File: config.mk
export PLATFORM = sky130hd
export DESIGN_NAME = busarb_ctrl
export DESIGN_NICKNAME = d
export VERILOG_FILES = /design/src/rtl/busarb_pkg.sv /design/src/rtl/busarb_cnt.sv /design/src/rtl/busarb_prio.sv /design/src/rtl/busarb_drive.sv /design/src/rtl/busarb_ctrl.sv
export SDC_FILE = /design/constraint.sdc
export NUM_CORES = 1
export LEC_CHECK = 0
export ABC_CLOCK_PERIOD_IN_PS = 3270
export CORE_MARGIN = 3
export CORE_UTILIZATION = 49
export CTS_CLUSTER_SIZE = 10
export DETAILED_ROUTE_END_ITERATION = 10
export PLACE_DENSITY_LB_ADDON = 0.15
export SYNTH_ARGS = -nofsm -noshare
export SYNTH_HDL_FRONTEND = slang
export SYNTH_SLANG_ARGS = --single-unit
File: constraint.sdc
create_clock -name clk -period 3.27 [get_ports clk]
set_clock_uncertainty 0.05 [all_clocks]
set_input_delay 0.8175 -clock clk [delete_from_list [all_inputs] [get_ports clk]]
set_output_delay 0.8175 -clock clk [all_outputs]
set_load 0.02 [all_outputs]
File: src/rtl/busarb_pkg.sv
package busarb_pkg;

    typedef enum logic [1:0] {
        ST_REST  = 2'd0,
        ST_ENTRY = 2'd1,
        ST_ARB   = 2'd2,
        ST_SEL   = 2'd3
    } arb_state_e;

    typedef struct packed {
        logic timeout;
        logic selected;
        logic lost;
        logic won;
    } arb_flags_t;

    // Whole cycles covering a delay in ns, rounded up
    function automatic int unsigned ns_to_cycles(input int unsigned ns,
                                                 input int unsigned period_ps);
        return (ns * 1000 + period_ps - 1) / period_ps;
    endfunction

    function automatic int unsigned max3(input int unsigned a,
                                         input int unsigned b,
                                         input int unsigned c);
        int unsigned m;
        m = (a > b) ? a : b;
        return (m > c) ? m : c;
    endfunction

endpackage

File: src/rtl/busarb_cnt.sv
module busarb_cnt #(
    parameter int unsigned W = 16
) (
    input  logic         clk,
    input  logic         rst,
    input  logic         clr,
    input  logic         en,
    output logic [W-1:0] count
);
    always_ff @(posedge clk) begin
        if (rst || clr) begin
            count <= '0;
        end else if (en) begin
            count <= count + 1'b1;
        end
    end
endmodule

File: src/rtl/busarb_prio.sv
module busarb_prio #(
    parameter int unsigned DATA_W = 8,
    parameter int unsigned ID_W   = 3
) (
    input  logic [DATA_W-1:0] data,
    input  logic [ID_W-1:0]   own_id,
    output logic              higher_seen
);
    logic [DATA_W-1:0] above_mask;

    for (genvar i = 0; i < DATA_W; i++) begin : g_mask
        assign above_mask[i] = (own_id < ID_W'(i));
    end

    assign higher_seen = |(data & above_mask);
endmodule

File: src/rtl/busarb_drive.sv
module busarb_drive
    import busarb_pkg::*;
#(
    parameter int unsigned DATA_W = 8,
    parameter int unsigned ID_W   = 3
) (
    input  arb_state_e        st,
    input  logic [ID_W-1:0]   own_id,
    input  logic [ID_W-1:0]   tgt_id,
    input  logic              resel,
    output logic              drv_bsy,
    output logic              drv_sel,
    output logic              drv_io,
    output logic [DATA_W-1:0] drv_data
);
    logic [DATA_W-1:0] own_bit;
    logic [DATA_W-1:0] tgt_bit;

    for (genvar i = 0; i < DATA_W; i++) begin : g_dec
        assign own_bit[i] = (own_id == ID_W'(i));
        assign tgt_bit[i] = (tgt_id == ID_W'(i));
    end

    always_comb begin
        drv_bsy  = 1'b0;
        drv_sel  = 1'b0;
        drv_io   = 1'b0;
        drv_data = '0;
        case (st)
            ST_ARB: begin
                drv_bsy  = 1'b1;
                drv_data = own_bit;
            end
            ST_SEL: begin
                drv_sel  = 1'b1;
                drv_io   = resel;
                drv_data = own_bit | tgt_bit;
            end
            default: ;
        endcase
    end
endmodule

File: src/rtl/busarb_ctrl.sv
module busarb_ctrl
    import busarb_pkg::*;
#(
    parameter int unsigned DATA_W    = 8,
    parameter int unsigned CLK_PS    = 4000,
    parameter int unsigned SETTLE_NS = 400,
    parameter int unsigned FREE_NS   = 800,
    parameter int unsigned ARB_NS    = 2400,
    parameter int unsigned RESP_NS   = 200000,
    localparam int unsigned ID_W     = $clog2(DATA_W)
) (
    input  logic              clk,
    input  logic              rst,
    input  logic              bus_bsy_i,
    input  logic              bus_sel_i,
    input  logic              bus_rst_i,
    input  logic [DATA_W-1:0] bus_data_i,
    input  logic [ID_W-1:0]   own_id_i,
    input  logic [ID_W-1:0]   tgt_id_i,
    input  logic              resel_i,
    input  logic              start_i,
    output logic              drv_bsy_o,
    output logic              drv_sel_o,
    output logic              drv_io_o,
    output logic [DATA_W-1:0] drv_data_o,
    output logic              won_o,
    output logic              lost_o,
    output logic              selected_o,
    output logic              timeout_o
);
    localparam int unsigned ENTRY_CYC = ns_to_cycles(SETTLE_NS, CLK_PS)
                                      + ns_to_cycles(FREE_NS, CLK_PS);
    localparam int unsigned ARB_CYC   = ns_to_cycles(ARB_NS, CLK_PS);
    localparam int unsigned RESP_CYC  = ns_to_cycles(RESP_NS, CLK_PS);
    localparam int unsigned MAX_CYC   = max3(ENTRY_CYC, ARB_CYC, RESP_CYC);
    localparam int unsigned CNT_W     = $clog2(MAX_CYC + 1);

    localparam logic [CNT_W-1:0] ENTRY_LAST = CNT_W'(ENTRY_CYC - 1);
    localparam logic [CNT_W-1:0] ARB_LAST   = CNT_W'(ARB_CYC - 1);
    localparam logic [CNT_W-1:0] RESP_LAST  = CNT_W'(RESP_CYC - 1);

    arb_state_e       st_q, st_d;
    arb_flags_t       flg_q, flg_d;
    logic [ID_W-1:0]  tgt_q;
    logic             resel_q;
    logic [CNT_W-1:0] cnt;
    logic             cnt_clr;
    logic             higher_seen;
    logic             bus_quiet;

    assign bus_quiet = !bus_bsy_i && !bus_sel_i;

    busarb_cnt #(.W(CNT_W)) u_cnt (
        .clk   (clk),
        .rst   (rst),
        .clr   (cnt_clr),
        .en    (st_q != ST_REST),
        .count (cnt)
    );

    busarb_prio #(.DATA_W(DATA_W), .ID_W(ID_W)) u_prio (
        .data        (bus_data_i),
        .own_id      (own_id_i),
        .higher_seen (higher_seen)
    );

    busarb_drive #(.DATA_W(DATA_W), .ID_W(ID_W)) u_drive (
        .st       (st_q),
        .own_id   (own_id_i),
        .tgt_id   (tgt_q),
        .resel    (resel_q),
        .drv_bsy  (drv_bsy_o),
        .drv_sel  (drv_sel_o),
        .drv_io   (drv_io_o),
        .drv_data (drv_data_o)
    );

    always_comb begin
        st_d  = st_q;
        flg_d = '0;
        if (bus_rst_i) begin
            st_d = ST_REST;
        end else begin
            case (st_q)
                ST_REST: begin
                    if (start_i) st_d = ST_ENTRY;
                end
                ST_ENTRY: begin
                    if (bus_quiet && cnt == ENTRY_LAST) st_d = ST_ARB;
                end
                ST_ARB: begin
                    if (cnt == ARB_LAST) begin
                        if (higher_seen) begin
                            flg_d.lost = 1'b1;
                            st_d       = ST_REST;
                        end else begin
                            flg_d.won  = 1'b1;
                            st_d       = ST_SEL;
                        end
                    end
                end
                ST_SEL: begin
                    if (bus_bsy_i) begin
                        flg_d.selected = 1'b1;
                        st_d           = ST_REST;
                    end else if (cnt == RESP_LAST) begin
                        flg_d.timeout  = 1'b1;
                        st_d           = ST_REST;
                    end
                end
                default: st_d = ST_REST;
            endcase
        end
        cnt_clr = (st_d != st_q) || (st_q == ST_ENTRY && !bus_quiet);
    end

    always_ff @(posedge clk) begin
        if (rst) begin
            st_q    <= ST_REST;
            flg_q   <= '0;
            tgt_q   <= '0;
            resel_q <= 1'b0;
        end else begin
            st_q  <= st_d;
            flg_q <= flg_d;
            if (st_q == ST_REST && start_i && !bus_rst_i) begin
                tgt_q   <= tgt_id_i;
                resel_q <= resel_i;
            end
        end
    end

    assign won_o      = flg_q.won;
    assign lost_o     = flg_q.lost;
    assign selected_o = flg_q.selected;
    assign timeout_o  = flg_q.timeout;

    // arbitration drive only rises after an idle sample
    a_r2_entry_idle: assert property (@(posedge clk) disable iff (rst)
        ($rose(drv_bsy_o) && !drv_sel_o) |-> $past(!bus_bsy_i && !bus_sel_i));

    // arbitration drives a single ID line
    a_r3_single_id: assert property (@(posedge clk) disable iff (rst)
        (drv_bsy_o && !drv_sel_o) |-> ($countones(drv_data_o) == 1));

    // results are mutually exclusive
    a_r4_flags_excl: assert property (@(posedge clk) disable iff (rst)
        $onehot0({won_o, lost_o, selected_o, timeout_o}));

    // a win is accompanied by selection drive with BSY released
    a_r5_won_selects: assert property (@(posedge clk) disable iff (rst)
        won_o |-> (drv_sel_o && !drv_bsy_o));

    // selected only after BSY was seen
    a_r6_selected_bsy: assert property (@(posedge clk) disable iff (rst)
        selected_o |-> $past(bus_bsy_i));

    // timeout only when no BSY was seen
    a_r7_timeout_quiet: assert property (@(posedge clk) disable iff (rst)
        timeout_o |-> !$past(bus_bsy_i));

    // bus reset releases everything and suppresses results
    a_r8_rst_release: assert property (@(posedge clk) disable iff (rst)
        bus_rst_i |=> (!drv_bsy_o && !drv_sel_o && !drv_io_o && drv_data_o == '0
                       && !won_o && !lost_o && !selected_o && !timeout_o));

endmodule

==> flow_summary.ini <==
[outcome]
status = completed

[clock_network]
cts_tree = done
clockBufferDepth = 2
clock_insertion_delay_worst_skew_ns = 0.32
post-cts-setup-buffers = 0
clock-root-buffer = clkbuf_4
cts.hold.buffers_added = 0
cts.clk_slew.worst_paths_ns = 0.14
cts_num_sinks = 26
cts_buf_count = 3
cts-htree-levels = 1

[setup_path]
cp_num_cells = 4
worst_r2r_path_depth = 8
critical_path.max_fanout = 4
crit_end = drv_data_o[5]
path_class = input port to primary output
timing.critical_path.to_type = primary output
most_repeated_library_cell_on_the_critical_path = clkdlybuf4s50_1
cp.arrival_ns = 2.33
worstPathBufferInverterCount = 2
setup.worst_path.start_class = input port
critical-path-max-stage-delay_ns = 0.64
timing.critical_path.max_delay_family = buffers and inverters
crit-reg2reg-launch = u_cnt.count[0]
reg2reg_setup_slack_ns = 0.71
timing.critical_path.required_ns = 2.40
timing.critical_path.cells = clkdlybuf4s50_1 -> nand2_1 -> o22ai_1 -> clkdlybuf4s50_1
regToRegEndpoint = u_cnt.count[5]
critPathSlowestCell = clkdlybuf4s50_1
origin_of_the_worst_setup_path = own_id_i[0]

[global_route]
grt_first_pass_wirelength_um = 6860
grt_remaining_overflow = 0
antenna_violations_before_repair = 0
grt_usage_pct = 20.6
grt_pass1_vias = 1448
grt_start_max_net_pins = 17

[drt]
wl_um = 3730
avgViaCountPerCell = 5.73
dr.pass1.iters = 4
drt_drc_violations_left = 0
dr_total_vias = 1484
ant_nets = 0
routed_wire_length_per_instance_um = 14.4
drt-initial-drc-count = 61

[yosys]
synth-seq-area-share_pct = 32.4
yosys_most_used_dff = dfxtp_1
yosysTopAreaCell = dfxtp_1
yosysUniqueCellTypes = 49
synth_nets = 201
yosys-top-cells-count = dfxtp_1 (26), nand2_1 (23), nor2_1 (13), nor4_2 (11), xor2_1 (10)
async_reset_ff_share_pct = 0
synth_area_mm2 = 0.00161
synth_most_common_cell = dfxtp_1
synth-seq-cells = 26
syn-instance-count = 179
yosysWarningCount = 0
synth_enable_flop_cells = 0
synth_area_per_cell_um2 = 8.97
top_cell_type_s_share_of_synthesized_area_pct = 32.4
yosys-top-cells-area = dfxtp_1 (32%), nor4_2 (8.6%), xor2_1 (5.5%)

[placement]
placed_area_mm2 = 0.00201
pre_cts_ws_ns = -0.0260
io_buffer_count = 34
hpwl_um = 2890
gp_congestion = 0.806

[timing]
grt_setup_unrepaired = no
actual_slew_at_the_worst_max_slew_pin_ns = 0.455
final.hold.worst_slack_ns = 0.419
maxSlewViolCount = 0
final.period_utilization_pct = 97.7
worst_rel_slew_slack_pct = 69.4
fin_ws_ns = 0.0765
hold_viol = 0
fmaxAchievable_mhz = 313
finalCriticalPeriod_ns = 3.19
setup_viol = 0

[floorplanning]
cell_rows = 20
die_w_um = 63.2
die_h_um = 63.2
core_region_area_mm2 = 0.00308
die_area_mm2 = 0.00400
ioPinCount = 36
start_util_pct = 52.2

[pwr]
ir_drop_uv = 188
p_leak_nw = 0.700
pwr_density_cell_mw_per_mm2 = 263

[layout]
finish.net_count = 239
insertedDiodeCount = 0
layout-area-overhead-vs-synth_pct = 26.6
post_route_cells_drive_above_1_share_pct = 14.9
fillerInstances = 266
post-route-cell-area_mm2 = 0.00203

[job]
max_cap_viol_count = 0

[hold_path]
hold_class = register to register
==> worst min-delay path, delay by kind of cell (launching register included) <==
kind	cells	cell delay, ns
AOI/OAI and AO/OA	1	0.06
DFF	1	0.33
and+or+nand+nor	1	0.05
==> logic make-up (layout without fill, tap and decap cells) <==
family	after synthesis	in the layout	share of synthesized area, %
adders and majority gates	1	1	0.779
DFF	26	26	32.4
muxes	1	1	0.624
xor gates and xnor gates	15	15	8.18
AOI/OAI and AO/OA	28	28	14.0
and+or+nand+nor	96	96	40.4
buffers and inverters	12	48	3.58
==> stage by stage <==
step	util, %	cells	total power, W	TNS, ns
after floorplan	-	179	0.000368	0
after global placement	65.2	256	0.000403	0
after detailed placement	65.2	256	0.000405	-0.0302
after CTS	65.9	259	0.000537	0
after global routing	66.0	259	0.000566	0
final	66.0	259	0.000535	0
==> layout make-up <==
| class | instances | area [um2] | share of cell area (%) |
|---|---|---|---|
| Sequential cell | 26 | 520 | 25.6 |
| Tap cell | 44 | 55.1 | 2.71 |
| Timing Repair Buffer | 40 | 388 | 19.1 |
| Inverter | 5 | 18.8 | 0.924 |
| Multi-Input combinational cell | 141 | 1030 | 50.6 |
| Clock buffer | 3 | 22.5 | 1.11 |
==> state kept, by name, summed over array words and instances (netlist names) <==
signal       flops
tgt_q            3
lost_o           1
st_q             2
u_cnt.count     16
won_o            1
selected_o       1
resel_q          1
timeout_o        1
==> cell usage in the layout, fill, tap and decap left out, types with 3 or more instances in the layout <==
cell type         n
clkdlybuf4s50_1  30
dfxtp_1          26
nand2_1          23
nor2_1           13
nor4_2           11
xor2_1           10
a21oi_1           7
nor4_1            7
o22ai_1           6
buf_4             6
nand2b_1          5
nor3_1            5
xnor2_1           5
inv_1             4
and3_1            4
nand4_1           3
clkbuf_4          3
==> power breakdown <==
part / internal (W) / total, W / leakage (nW) / switching (W)
sequential: 0.000321 / 0.000324 / 0.210 / 0.00000332
clock: 0.0000431 / 0.000136 / 0.0138 / 0.0000930
combinational: 0.0000373 / 0.0000747 / 0.476 / 0.0000374
==> layer usage <==
metal | GRT usage [%] | vias up | wire, um
met5 | 0 | - | 0
met3 | 4.28 | 8 | 125
met1 | 25.3 | 711 | 1670
met4 | 4.04 | 0 | 46
li1 | - | 736 | -
met2 | 37.2 | 29 | 1890
==> repair_timing <==
| action | 4_1_cts | 5_1_grt |
|---|---|---|
| gates resized for setup | 2 | 2 |
| endpoints found under the hold margin | 0 | 0 |
| setup endpoints to repair | 2 | 2 |
==> worst min-delay path by stage <==
stage               to     from  depth (start not counted)  slack, ns
6_report       resel_q  resel_q                          2       0.42
3_5_place_dp   resel_q  resel_q                          2       0.40
2_1_floorplan  resel_q  resel_q                          2       0.38
5_1_grt        resel_q  resel_q                          2       0.45
3_3_place_gp   resel_q  resel_q                          2       0.39
4_1_cts        resel_q  resel_q                          2       0.42
No activity file was read; power rests on OpenSTA's default activity.
